$ cat src/rtl/divstep_pkg.sv
package divstep_pkg;
   typedef enum logic [1:0] {
      OP_CLR  = 2'b00,
      OP_SGN  = 2'b01,
      OP_STEP = 2'b10,
      OP_NONE = 2'b11
   } dstep_op_e;
endpackage

$ cat src/rtl/divstep_setup.sv
module divstep_setup #(
   parameter int W = 32
) (
   input  logic [W-1:0] dvs,
   input  logic [W-1:0] rem,
   input  logic         signed_mode,
   output logic         q_nx,
   output logic         m_nx,
   output logic         t_nx
);
   localparam int MSB = W - 1;

   always_comb begin
      if (signed_mode) begin
         q_nx = rem[MSB];
         m_nx = dvs[MSB];
         t_nx = rem[MSB] ^ dvs[MSB];
      end else begin
         q_nx = 1'b0;
         m_nx = 1'b0;
         t_nx = 1'b0;
      end
   end
endmodule

$ cat src/rtl/divstep_core.sv
module divstep_core #(
   parameter int W = 32
) (
   input  logic [W-1:0] dvs,
   input  logic [W-1:0] rem,
   input  logic         q_in,
   input  logic         m_in,
   input  logic         t_in,
   output logic [W-1:0] rem_nx,
   output logic         q_nx,
   output logic         t_nx
);
   localparam int MSB = W - 1;

   logic [W-1:0] shifted;
   logic [W:0]   wide;
   logic         do_sub;
   logic         cy;
   logic         out_msb;

   assign out_msb = rem[MSB];
   assign shifted = {rem[MSB-1:0], t_in};
   assign do_sub  = (q_in == m_in);

   always_comb begin
      if (do_sub) begin
         wide = {1'b0, shifted} - {1'b0, dvs};
         cy   = wide[W];
      end else begin
         wide = {1'b0, shifted} + {1'b0, dvs};
         cy   = wide[W];
      end
   end

   assign rem_nx = wide[W-1:0];
   assign q_nx   = out_msb ^ m_in ^ cy;
   assign t_nx   = (q_nx == m_in);
endmodule

$ cat src/rtl/divstep_stat.sv
module divstep_stat #(
   parameter int SW    = 32,
   parameter int Q_POS = 8,
   parameter int M_POS = 9,
   parameter int T_POS = 0
) (
   input  logic          q,
   input  logic          m,
   input  logic          t,
   output logic [SW-1:0] word
);
   generate
      if (Q_POS >= SW || M_POS >= SW || T_POS >= SW) begin : g_bad_pos
         $error("flag position outside status word");
      end
      if (Q_POS == M_POS || Q_POS == T_POS || M_POS == T_POS) begin : g_dup_pos
         $error("flag positions must be distinct");
      end
      for (genvar i = 0; i < SW; i++) begin : g_bit
         if (i == Q_POS) begin : g_q
            assign word[i] = q;
         end else if (i == M_POS) begin : g_m
            assign word[i] = m;
         end else if (i == T_POS) begin : g_t
            assign word[i] = t;
         end else begin : g_z
            assign word[i] = 1'b0;
         end
      end
   endgenerate
endmodule

$ cat src/rtl/divstep_unit.sv
module divstep_unit
   import divstep_pkg::*;
#(
   parameter int W     = 32,
   parameter int SW    = 32,
   parameter int Q_POS = 8,
   parameter int M_POS = 9,
   parameter int T_POS = 0
) (
   input  logic          clk,
   input  logic          rst_n,
   input  logic          valid,
   input  logic [1:0]    op,
   input  logic [W-1:0]  dvs_in,
   input  logic [W-1:0]  rem_in,
   input  logic          q_in,
   input  logic          m_in,
   input  logic          t_in,
   output logic [W-1:0]  rem_out,
   output logic          q_out,
   output logic          m_out,
   output logic          t_out,
   output logic [SW-1:0] stat_out
);
   localparam int MSB = W - 1;

   generate
      if (W < 2) begin : g_bad_w
         $error("datapath width must be at least 2");
      end
   endgenerate

   dstep_op_e    op_e;
   logic         su_q, su_m, su_t;
   logic [W-1:0] st_rem;
   logic         st_q, st_t;

   assign op_e = dstep_op_e'(op);

   divstep_setup #(.W(W)) u_setup (
      .dvs(dvs_in), .rem(rem_in), .signed_mode(op_e == OP_SGN),
      .q_nx(su_q), .m_nx(su_m), .t_nx(su_t)
   );

   divstep_core #(.W(W)) u_core (
      .dvs(dvs_in), .rem(rem_in), .q_in(q_in), .m_in(m_in), .t_in(t_in),
      .rem_nx(st_rem), .q_nx(st_q), .t_nx(st_t)
   );

   always_ff @(posedge clk or negedge rst_n) begin
      if (!rst_n) begin
         rem_out <= '0;
         q_out   <= 1'b0;
         m_out   <= 1'b0;
         t_out   <= 1'b0;
      end else if (valid) begin
         unique case (op_e)
            OP_CLR, OP_SGN: begin
               rem_out <= rem_in;
               q_out   <= su_q;
               m_out   <= su_m;
               t_out   <= su_t;
            end
            OP_STEP: begin
               rem_out <= st_rem;
               q_out   <= st_q;
               m_out   <= m_in;
               t_out   <= st_t;
            end
            default: ;
         endcase
      end
   end

   divstep_stat #(.SW(SW), .Q_POS(Q_POS), .M_POS(M_POS), .T_POS(T_POS)) u_stat (
      .q(q_out), .m(m_out), .t(t_out), .word(stat_out)
   );


   setup_clr_chk: assert property (@(posedge clk) disable iff (!rst_n)
      (valid && op == 2'b00) |=> (!q_out && !m_out && !t_out && rem_out == $past(rem_in)));


   setup_sgn_chk: assert property (@(posedge clk) disable iff (!rst_n)
      (valid && op == 2'b01) |=> (q_out == $past(rem_in[MSB]) && m_out == $past(dvs_in[MSB])
                                  && t_out == (q_out ^ m_out)));


   step_lsb_chk: assert property (@(posedge clk) disable iff (!rst_n)
      (valid && op == 2'b10) |=> (rem_out[0] == $past(t_in ^ dvs_in[0])));


   step_tbit_chk: assert property (@(posedge clk) disable iff (!rst_n)
      (valid && op == 2'b10) |=> (t_out == (q_out == m_out)));


   step_keep_m_chk: assert property (@(posedge clk) disable iff (!rst_n)
      (valid && op == 2'b10) |=> (m_out == $past(m_in)));


   idle_hold_chk: assert property (@(posedge clk) disable iff (!rst_n)
      (!valid || op == 2'b11) |=> ($stable(rem_out) && $stable(q_out) && $stable(m_out) && $stable(t_out)));


   stat_map_chk: assert property (@(posedge clk) disable iff (!rst_n)
      (stat_out[Q_POS] == q_out && stat_out[M_POS] == m_out && stat_out[T_POS] == t_out
       && $countones(stat_out) == 32'(q_out) + 32'(m_out) + 32'(t_out)));
endmodule

$ cat config.mk
export PLATFORM = sky130hd
export DESIGN_NAME = divstep_unit
export DESIGN_NICKNAME = d
export VERILOG_FILES = /design/src/rtl/divstep_pkg.sv /design/src/rtl/divstep_setup.sv /design/src/rtl/divstep_core.sv /design/src/rtl/divstep_stat.sv /design/src/rtl/divstep_unit.sv
export SDC_FILE = /design/constraint.sdc
export NUM_CORES = 1
export LEC_CHECK = 0
export ABC_AREA = 0
export BUFFER_PORTS_ARGS = -buffer_cell sky130_fd_sc_hd__buf_2
export CAP_MARGIN = 20
export CORE_ASPECT_RATIO = 0.9
export CORE_MARGIN = 1
export CORE_UTILIZATION = 40
export CTS_CLUSTER_DIAMETER = 30
export CTS_CLUSTER_SIZE = 14
export DETAILED_ROUTE_END_ITERATION = 8
export PLACE_DENSITY_LB_ADDON = 0.12
export SYNTH_ARGS = -nofsm -noshare
export SYNTH_HDL_FRONTEND = slang
export SYNTH_SLANG_ARGS = --single-unit
$ cat constraint.sdc
create_clock -name clk -period 1.3 [get_ports clk]
set_clock_uncertainty 0.15 [all_clocks]
set_input_delay 0.13 -clock clk [delete_from_list [all_inputs] [get_ports clk]]
set_output_delay 0.13 -clock clk [all_outputs]
set_load 0.05 [all_outputs]
=== Yosys cells after proc, flatten, opt, wreduce, memory -nomap -nowiden ===
Cells that the tools add are included.

* Add/subtract/negate cells: 2
* Eq/ne operators: 4
* Mux-type cells: 9
* Bitwise gates (word level): 3
* Reductions and logical operators: 4

{| class="wikitable"
|+ Operator list
! cell !! count
|-
| $pmux 32 s2 || 1
|-
| $add 32x32->33 || 1
|-
| $sub 32x32->33 || 1
|-
| $mux 32 || 1
|-
| $pmux 1 s2 || 3
|-
| $mux 1 || 4
|-
| $xor 1x1->1 || 3
|-
| $eq 1x1->1 || 2
|-
| $eq 2x1->1 const B || 1
|-
| $eq 2x2->1 const B || 1
|-
| $logic_not 2->1 || 1
|-
| $reduce_and 2->1 || 1
|-
| $reduce_bool 2->1 || 1
|-
| $reduce_or 2->1 || 1
|}

* Register bits: 35
* Output and inout bits: 67
* Word-level logic and storage cells: 26

=== Longest topological paths before layout ===
Gate-level depths: netlist of the first run.

* Word-level depth: 5
* Mapped depth: 13

=== By module ===
Synthesis of the first run repeated with hierarchy kept, for this count alone.

* Cell total of the unflattened synthesis: 754
* Area total of the unflattened synthesis: 5515.3 µm²

{| class="wikitable"
|+ Modules (own cells, without submodules)
! module !! instances !! cells each !! area each (µm²)
|-
| divstep_core || 1 || 520 || 3374.5
|-
| divstep_unit || 1 || 197 || 1868.0
|-
| divstep_stat || 1 || 33 || 244.0
|-
| divstep_setup || 1 || 4 || 28.8
|}

=== Least setup slack after synthesis of the first run ===
OpenSTA, ideal clock, no wires.

* Kind: input -> register
* Start point: input port dvs_in[0]
* End point: register rem_out[26]
* Arrival: 2550 ps
* Required time: 1013 ps
* Setup slack: -1537 ps
* Stages: 12
* Path buffers: 0
* Path through: ha_1 -> inv_1 -> fa_1 -> o21ba_1 -> or4_4 -> a211oi_4 -> o21ai_2 -> a22o_1 -> o311a_1 -> a31oi_1 -> xor2_1 -> a21oi_1

* Word-level cells in the longest chain between the ends: 3

{| class="wikitable"
|+ RTL lines
! what !! RTL line !! RTL
|-
| from (decl) || divstep_unit.sv:14 || <nowiki>input logic [W-1:0] dvs_in,</nowiki>
|-
| $add 32x32->33 / $sub 32x32->33 (equally long branches) || divstep_core.sv:30, divstep_core.sv:27 ||
|-
| $mux 32 * || divstep_core.sv:26 || <nowiki>if (do_sub) begin</nowiki>
|-
| $pmux 32 s2 * || divstep_unit.sv:57 || <nowiki>unique case (op_e)</nowiki>
|-
| to (signal assigned) || divstep_unit.sv:59 || <nowiki>rem_out <= rem_in;</nowiki>
|-
| to (signal assigned) || divstep_unit.sv:65 || <nowiki>rem_out <= st_rem;</nowiki>
|-
| to (decl) || divstep_unit.sv:19 || <nowiki>output logic [W-1:0] rem_out,</nowiki>
|}

Mark *: on every way between the ends. The rest lies on a longest branch, timed or not.
A chain may end at the register's enable or synchronous reset.

=== Worst setup path after layout of the first run ===
Same ends and word-level chain as after synthesis.

==> results by group, run 1 <==
Place
  – GP Congestion: 0.914
  – Dpl ws: -1.78 ns
  – Final HPWL DP: 19200 um
  – Placed insts: 1272
  – Port Buffers: 109

Logic synthesis
  – Top cell type's share of synthesized area: 15.7%
  – Seq/Total Area, Yosys: 15.7%
  – Post-synth cell types: 75
  – Synth Instances: 759
  – Async SR Flop Fraction: 100%
  – Ys Warns: 0
  – Largest cells by area after synthesis: dfrtp_1 16%, ha_1 14%, a21oi_1 7.0%, buf_4 4.3%, inv_1 4.3%
  – Post-synth top cells: 78 x a21oi_1, 64 x ha_1, 63 x inv_1
  – Most used flip-flop cell after synthesis: dfrtp_1
  – Average size of a mapped cell: 7.33 sq um
  – Most numerous cell in the Yosys netlist: a21oi_1
  – Flops & latches, synth: 35
  – EDFF count, synth: 0
  – Area leader, netlist: dfrtp_1
  – Mapped cell area: 5560 sq um

Route
  – DRC viols: 0
  – DR vias: 7236
  – Post-route ant nets: 0
  – Initial DRT Pass Iterations: 5
  – Wire per inst: 18.8 um
  – Vias per inst: 5.53
  – Initial drt markers: 496
  – Drt total wl: 24600 um

Die
  – Die Height: 114 um
  – Num rows: 40
  – Die area: 14400 sq um
  – Starting Density: 41.3%
  – Die width: 126 um
  – IO Pins: 139
  – Core region area: 13500 sq um

Pwr
  – Leakage Power: 4.57 nW
  – PD cells: 848 nW/um^2
  – Worst vdd ir: 0.526 mV

GRT
  – Vias in the first global route: 7378
  – GRT Resource Usage Total: 33.8%
  – Total grt overflow: 0
  – Largest net degree at the start of global routing: 26
  – Antenna violations before repair: 0
  – First-pass GRT wire length: 38200 um

Clock network
  – TritonCTS buffer count: 5
  – CTS sink count: 35
  – CTS tree: done
  – Clock transition at path regs: 0.07 ns
  – Htree depth: 2
  – Max clock buf depth: 2
  – Root buffer cell: clkbuf_16
  – Worst-skew pair later-pin latency: 0.30 ns

Setup path
  – CP arrival: 2.71 ns
  – Crit path launch type: input pin
  – WP data required: 1.32 ns
  – Slowest CP cell: or4_4
  – Critical path launch point: dvs_in[0]
  – Crit path cell chain: buf_8 > ha_4 > inv_2 > fa_2 > o21ba_4 > or4_4 > a211oi_4 > o21ai_4 > a22o_1 > o311a_1 > a31oi_2 > xor2_1 > a21oi_1
  – Critical R2R Launch: rem_out[6]$_DFFE_PN0P_
  – Crit-path max FO: 3
  – Slowest Stage Delay on Critical Path: 0.44 ns
  – Critical path class: input pin to register
  – Endpoint class of the critical path: register

Timing
  – Worst Hold Slack: 0.0263 ns
  – RSZ-0062 raised after global routing: true
  – Setup violators final: 33
  – Fin crit share: 207%
  – Worst-margin pin slew: 0.724 ns
  – Post-route minimum period: 2.70 ns
  – Final Hold Viols: 0
  – Slew margin rel.: 51.3%
  – Fmax: 371 MHz
  – Worst Setup Slack, final: -1.40 ns
  – Final slew viol count: 0

Final layout
  – Net count, final: 1277
  – Ratio of cells with drive above 1 in the final layout: 51.3%
  – Cell Count, Final, Fillers Out: 1308
  – N_diodes: 0
  – Area grow syn2layout: 74.7%

Min path
  – Min-delay src: rem_in[0]
  – Hold WC Path Type: input pin to register

Outcome
  – Status: finished, violations left
  – Failing checks: setup timing

Run
  – MaxCap Viol Count: 0
## routing by layer
metal | GRT usage [%] | part of all wire [%] | vias up
li1 | - | - | 3447
met1 | 42.1 | 43 | 3431
met2 | 58.9 | 48 | 293
met3 | 4.46 | 5.4 | 65
met4 | 14.1 | 3.9 | 0
met5 | 0 | 0 | -
## power breakdown
group          leakage (nW)  internal [mW]  switching [mW]  total, mW
logic                  4.09           2.30            3.19       5.49
clock network        0.0664          0.720           0.593       1.31
registers             0.408           1.28           0.163       1.44
total                  4.57           4.29            3.95       8.24
## layout make-up
cell class	count	area (sq um)
Timing Repair Buffer	420	3110
Clock inverter	3	23.8
Sequential cell	35	876
Tap cell	168	210
Multi-Input combinational cell	611	5090
Inverter	66	283
Clock buffer	5	125
Fill cell	1057	3740
## critical path, delay by kind of cell
kind / cells / cell delay, ns
compound gates: 7 / 1.40
simple gates: 1 / 0.44
xor+xnor: 1 / 0.17
buf+inv: 2 / 0.11
fa+ha+maj: 2 / 0.47
## cells in the final DEF, fill, tap and decap left out, types with 6 or more instances in the layout
| cell type | netlist | routed |
|---|---|---|
| a211oi_2 | 1 | 6 |
| a21o_1 | 7 | 7 |
| a21oi_1 | 78 | 55 |
| a21oi_2 | 0 | 18 |
| a21oi_4 | 1 | 6 |
| a221o_1 | 11 | 11 |
| a22o_1 | 7 | 7 |
| a22oi_1 | 7 | 7 |
| a31oi_1 | 12 | 7 |
| buf_2 | 8 | 97 |
| buf_4 | 32 | 285 |
| buf_6 | 1 | 27 |
| buf_8 | 0 | 6 |
| conb_1 | 1 | 29 |
| dfrtp_1 | 35 | 35 |
| ha_1 | 64 | 43 |
| ha_4 | 0 | 16 |
| inv_1 | 63 | 51 |
| inv_2 | 3 | 7 |
| inv_4 | 0 | 6 |
| nand2_1 | 37 | 34 |
| nand2b_1 | 10 | 10 |
| nand3_1 | 21 | 17 |
| nor2_1 | 60 | 51 |
| nor2b_1 | 12 | 8 |
| nor3_1 | 14 | 13 |
| nor4_1 | 12 | 7 |
| o211ai_1 | 9 | 9 |
| o21ai_0 | 46 | 27 |
| o21ai_1 | 15 | 22 |
| o21ai_2 | 1 | 11 |
| o21bai_1 | 10 | 10 |
| o22ai_1 | 12 | 11 |
| o31ai_1 | 12 | 9 |
| or3_1 | 10 | 8 |
| xnor2_1 | 22 | 17 |
| xor2_1 | 11 | 10 |
## logic make-up (layout without fill, tap and decap cells)
| kind of cell | Yosys count | count (layout) | share of synthesized area [%] |
|---|---|---|---|
| adders and majority gates | 66 | 66 | 15.1 |
| and+or+nand+nor | 200 | 200 | 17.8 |
| muxes | 4 | 4 | 0.742 |
| DFF | 35 | 35 | 15.7 |
| other | 1 | 29 | 0.0674 |
| buffers and inverters | 141 | 494 | 12.0 |
| xor gates and xnor gates | 33 | 33 | 5.20 |
| AOI/OAI and AO/OA | 279 | 279 | 33.3 |
## flip-flops by register name, indices dropped and copies added, names as in the netlist
name,count
t_out,1
m_out,1
q_out,1
rem_out,32
## timing repair
action / in CTS / in global routing
endpoints found under the setup margin: 33 / 33
cloned: 0 / 0
hold endpoints to repair: 35 / 0
pin swaps: 90 / 80
gates resized for setup: 143 / 53
hold buffers: 1 / 0
setup buffers: 21 / 19
## final timing paths
check | to | depth (start not counted) | slack (ns)
setup reg to reg | rem_out[6]$_DFFE_PN0P_ | 3 | 0.09
hold reg to reg | rem_out[27]$_DFFE_PN0P_ | 1 | 0.35
hold / removal | rem_out[0]$_DFFE_PN0P_ | 3 | 0.03
max in group asynchronous | rem_out[8]$_DFFE_PN0P_ | 3 | 0.39
min in group asynchronous | rem_out[19]$_DFFE_PN0P_ | 2 | 0.13
setup / recovery | rem_out[26]$_DFFE_PN0P_ | 13 | -1.40
## per-stage QoR
stage	total power, mW	cell area [sq um]	util (%)	TNS, ns
4_1_cts	7.95	9420	70.0	-34.15
6_report	8.24	9720	72.2	-34.61
5_1_grt	8.63	9720	72.2	-37.56
3_3_place_gp	6.12	8460	62.9	-45.25
2_1_floorplan	4.38	6090	-	-30.79
3_5_place_dp	6.18	8460	62.9	-46.32
Power figures use the tool's default switching activity.
==> run 2: changes to the inputs <==
--- a/config.mk
+++ b/config.mk
@@ -15,6 +15,7 @@
 export CTS_CLUSTER_SIZE = 14
 export DETAILED_ROUTE_END_ITERATION = 8
 export PLACE_DENSITY_LB_ADDON = 0.12
+export RECOVER_POWER = 25
 export SYNTH_ARGS = -nofsm -noshare
 export SYNTH_HDL_FRONTEND = slang
 export SYNTH_SLANG_ARGS = --single-unit
==> run 2 against run 1 <==
  * The flow still finishes with violations (setup timing)
  * Worst setup slack about the same
  * Cell count did not move
  * Core utilization about the same
  * Combinational power about the same
  * Die area unchanged
  * Clock-buffer cell count did not move
  * Clock power barely moved
  * Power about the same
  * Routed wire length is essentially flat
  * Critical path type unchanged
  * Critical endpoint unchanged
  * Highest routed layer unchanged
==> results by group, run 2 (synthesis gave the netlist of run 1 again) <==
Outcome
  – Status: finished, violations left (unchanged)
  – Failing checks: setup timing (unchanged)

Setup path
  – Endpoint class of the critical path: register (unchanged)
  – Crit path launch type: input pin (unchanged)
  – Crit-path max FO: 3 (unchanged)
  – WP data required: 1.32 ns (about the same)
  – Critical path class: input pin to register (unchanged)
  – CP arrival: 2.71 ns (about the same)

Route
  – DRC viols: 0 (unchanged)
  – Wire per inst: 18.8 um (about the same)
  – Vias per inst: 5.53 (about the same)
  – Initial DRT Pass Iterations: 5 (unchanged)
  – Initial drt markers: 496 (unchanged)
  – DR vias: 7234 (was 7236)
  – Drt total wl: 24600 um (about the same)
  – Post-route ant nets: 0 (unchanged)

GRT
  – Met2 Usage GRT: 58.9% (unchanged)
  – GRT busiest layer: met2 (unchanged)
  – Total grt overflow: 0 (unchanged)
  – First-pass GRT wire length: 38200 um (unchanged)
  – Vias in the first global route: 7378 (unchanged)
  – Largest net degree at the start of global routing: 26 (unchanged)
  – Antenna violations before repair: 0 (unchanged)
  – Met3 usage: 4.46% (unchanged)
  – Met1 Use GR: 42.1% (unchanged)
  – GRT Resource Usage Total: 33.8% (unchanged)

Timing
  – TNS Setup: -34.61 ns (about the same)
  – Final Hold Viols: 0 (unchanged)
  – Worst Setup Slack, final: -1.40 ns (about the same)
  – Slew margin rel.: 39.7% (was 51.3%)
  – Post-route minimum period: 2.70 ns (about the same)
  – Fmax: 371 MHz (about the same)
  – Fin crit share: 207% (about the same)
  – Worst-margin pin slew: 0.904 ns (was 0.724 ns)
  – RSZ-0062 raised after global routing: true (unchanged)
  – Setup violators final: 33 (unchanged)
  – Final slew viol count: 0 (unchanged)

Final layout
  – Design area: 9720 sq um (about the same)
  – Most common cell after layout, fill and taps aside: buf_4 (unchanged)
  – Area grow syn2layout: 74.7% (about the same)
  – Layout Utilization: 72.2% (about the same)
  – Commonest non-fill, non-tap cells in the layout: 285 x buf_4, 96 x buf_2, 55 x a21oi_1 (was 285 x buf_4, 97 x buf_2, 55 x a21oi_1)
  – Largest register by flop count: rem_out (unchanged)
  – N_diodes: 0 (unchanged)
  – Ratio of cells with drive above 1 in the final layout: 51.2% (was 51.3%)
  – Largest register FFs: 32 (unchanged)
  – Net count, final: 1277 (unchanged)

Min path
  – Hold WC Path Type: input pin to register (unchanged)

Clock network
  – Htree depth: 2 (unchanged)
  – Worst-skew pair later-pin latency: 0.30 ns (about the same)
  – Root buffer cell: clkbuf_16 (unchanged)
  – CTS sink count: 35 (unchanged)
  – Max clock buf depth: 2 (unchanged)
  – TritonCTS buffer count: 5 (unchanged)
  – CTS tree: done (unchanged)
  – Clock transition at path regs: 0.07 ns (about the same)

Die
  – Core region area: 13500 sq um (unchanged)
  – Num rows: 40 (unchanged)
  – Starting Density: 41.3% (unchanged)
  – Die area: 14400 sq um (unchanged)
  – IO Pins: 139 (unchanged)
  – Die Height: 114 um (unchanged)
  – Die width: 126 um (unchanged)

Pwr
  – Worst vdd ir: 0.526 mV (about the same)
  – Leakage Power: 4.56 nW (was 4.57 nW)
  – PD cells: 848 nW/um^2 (about the same)

Place
  – Placed Area: 8460 sq um (unchanged)
  – Final HPWL DP: 19200 um (unchanged)
  – GP Congestion: 0.914 (unchanged)
  – Port Buffers: 109 (unchanged)

Run
  – MaxCap Viol Count: 0 (unchanged)
[run 2: power by group]
part	internal [mW]	leakage, nW	switching, mW
Clock	0.720	0.0664	0.593
Sequential	1.28	0.408	0.163
Combinational	2.30	4.09	3.19
[run 2: path summary, 6_finish.rpt]
check,startpoint,slack (ns),depth (start not counted),to
worst max-delay path,dvs_in[0],-1.40,13,rem_out[26]$_DFFE_PN0P_
worst min-delay path,rem_in[0],0.03,3,rem_out[0]$_DFFE_PN0P_
worst max register to register,rem_out[6]$_DFFE_PN0P_,0.09,3,rem_out[6]$_DFFE_PN0P_
worst min register to register,rem_out[27]$_DFFE_PN0P_,0.35,1,rem_out[27]$_DFFE_PN0P_
max in group asynchronous,rst_n,0.01,3,rem_out[8]$_DFFE_PN0P_
min in group asynchronous,rst_n,0.33,2,rem_out[19]$_DFFE_PN0P_
[run 2: layout make-up]
cell class / count / area [sq um]
tap: 168 / 210
clock inverter: 3 / 23.8
multi-input combinational: 611 / 5090
clock buffer: 5 / 125
sequential: 35 / 876
timing repair buffer: 420 / 3110
inverter: 66 / 283
fill: 1058 / 3750
[run 2: worst max-delay path: stages]
cell and delay [ns]:
buf_8 0.08, ha_4 0.13, inv_2 0.03, fa_2 0.34, o21ba_4 0.21, or4_4 0.44, a211oi_4 0.27, o21ai_4 0.12
a22o_1 0.22, o311a_1 0.32, a31oi_2 0.18, xor2_1 0.17, a21oi_1 0.08
[run 2: per-layer routing]
layer  wire length [um]  part of all wire, %  vias up
li1                   -                    -     3447
met1              10500                   43     3429
met2              11800                   48      293
met3               1320                  5.4       65
met4                966                  3.9        0
met5                  0                    0        -
[run 2: timing repair]
action	CTS	global route
resized for setup	143	53
pin swaps	90	80
endpoints found under the hold margin	35	0
hold buffers	1	0
setup endpoints to repair	33	33
buffers inserted	21	19
[run 2: through the flow]
| step | power [mW] | instances | hold slack, ns | worst slack, ns |
|---|---|---|---|---|
| finish | 8.24 | 1308 | 0.0263 | -1.40 |
| global route | 8.63 | 1308 | 0.0425 | -1.49 |
| CTS | 7.95 | 1299 | 0.0125 | -1.37 |
| detailed placement | 6.18 | 1272 | -0.0932 | -1.78 |
| global placement | 6.12 | 1272 | -0.100 | -1.76 |
| floorplan | 4.38 | 787 | -0.316 | -1.46 |
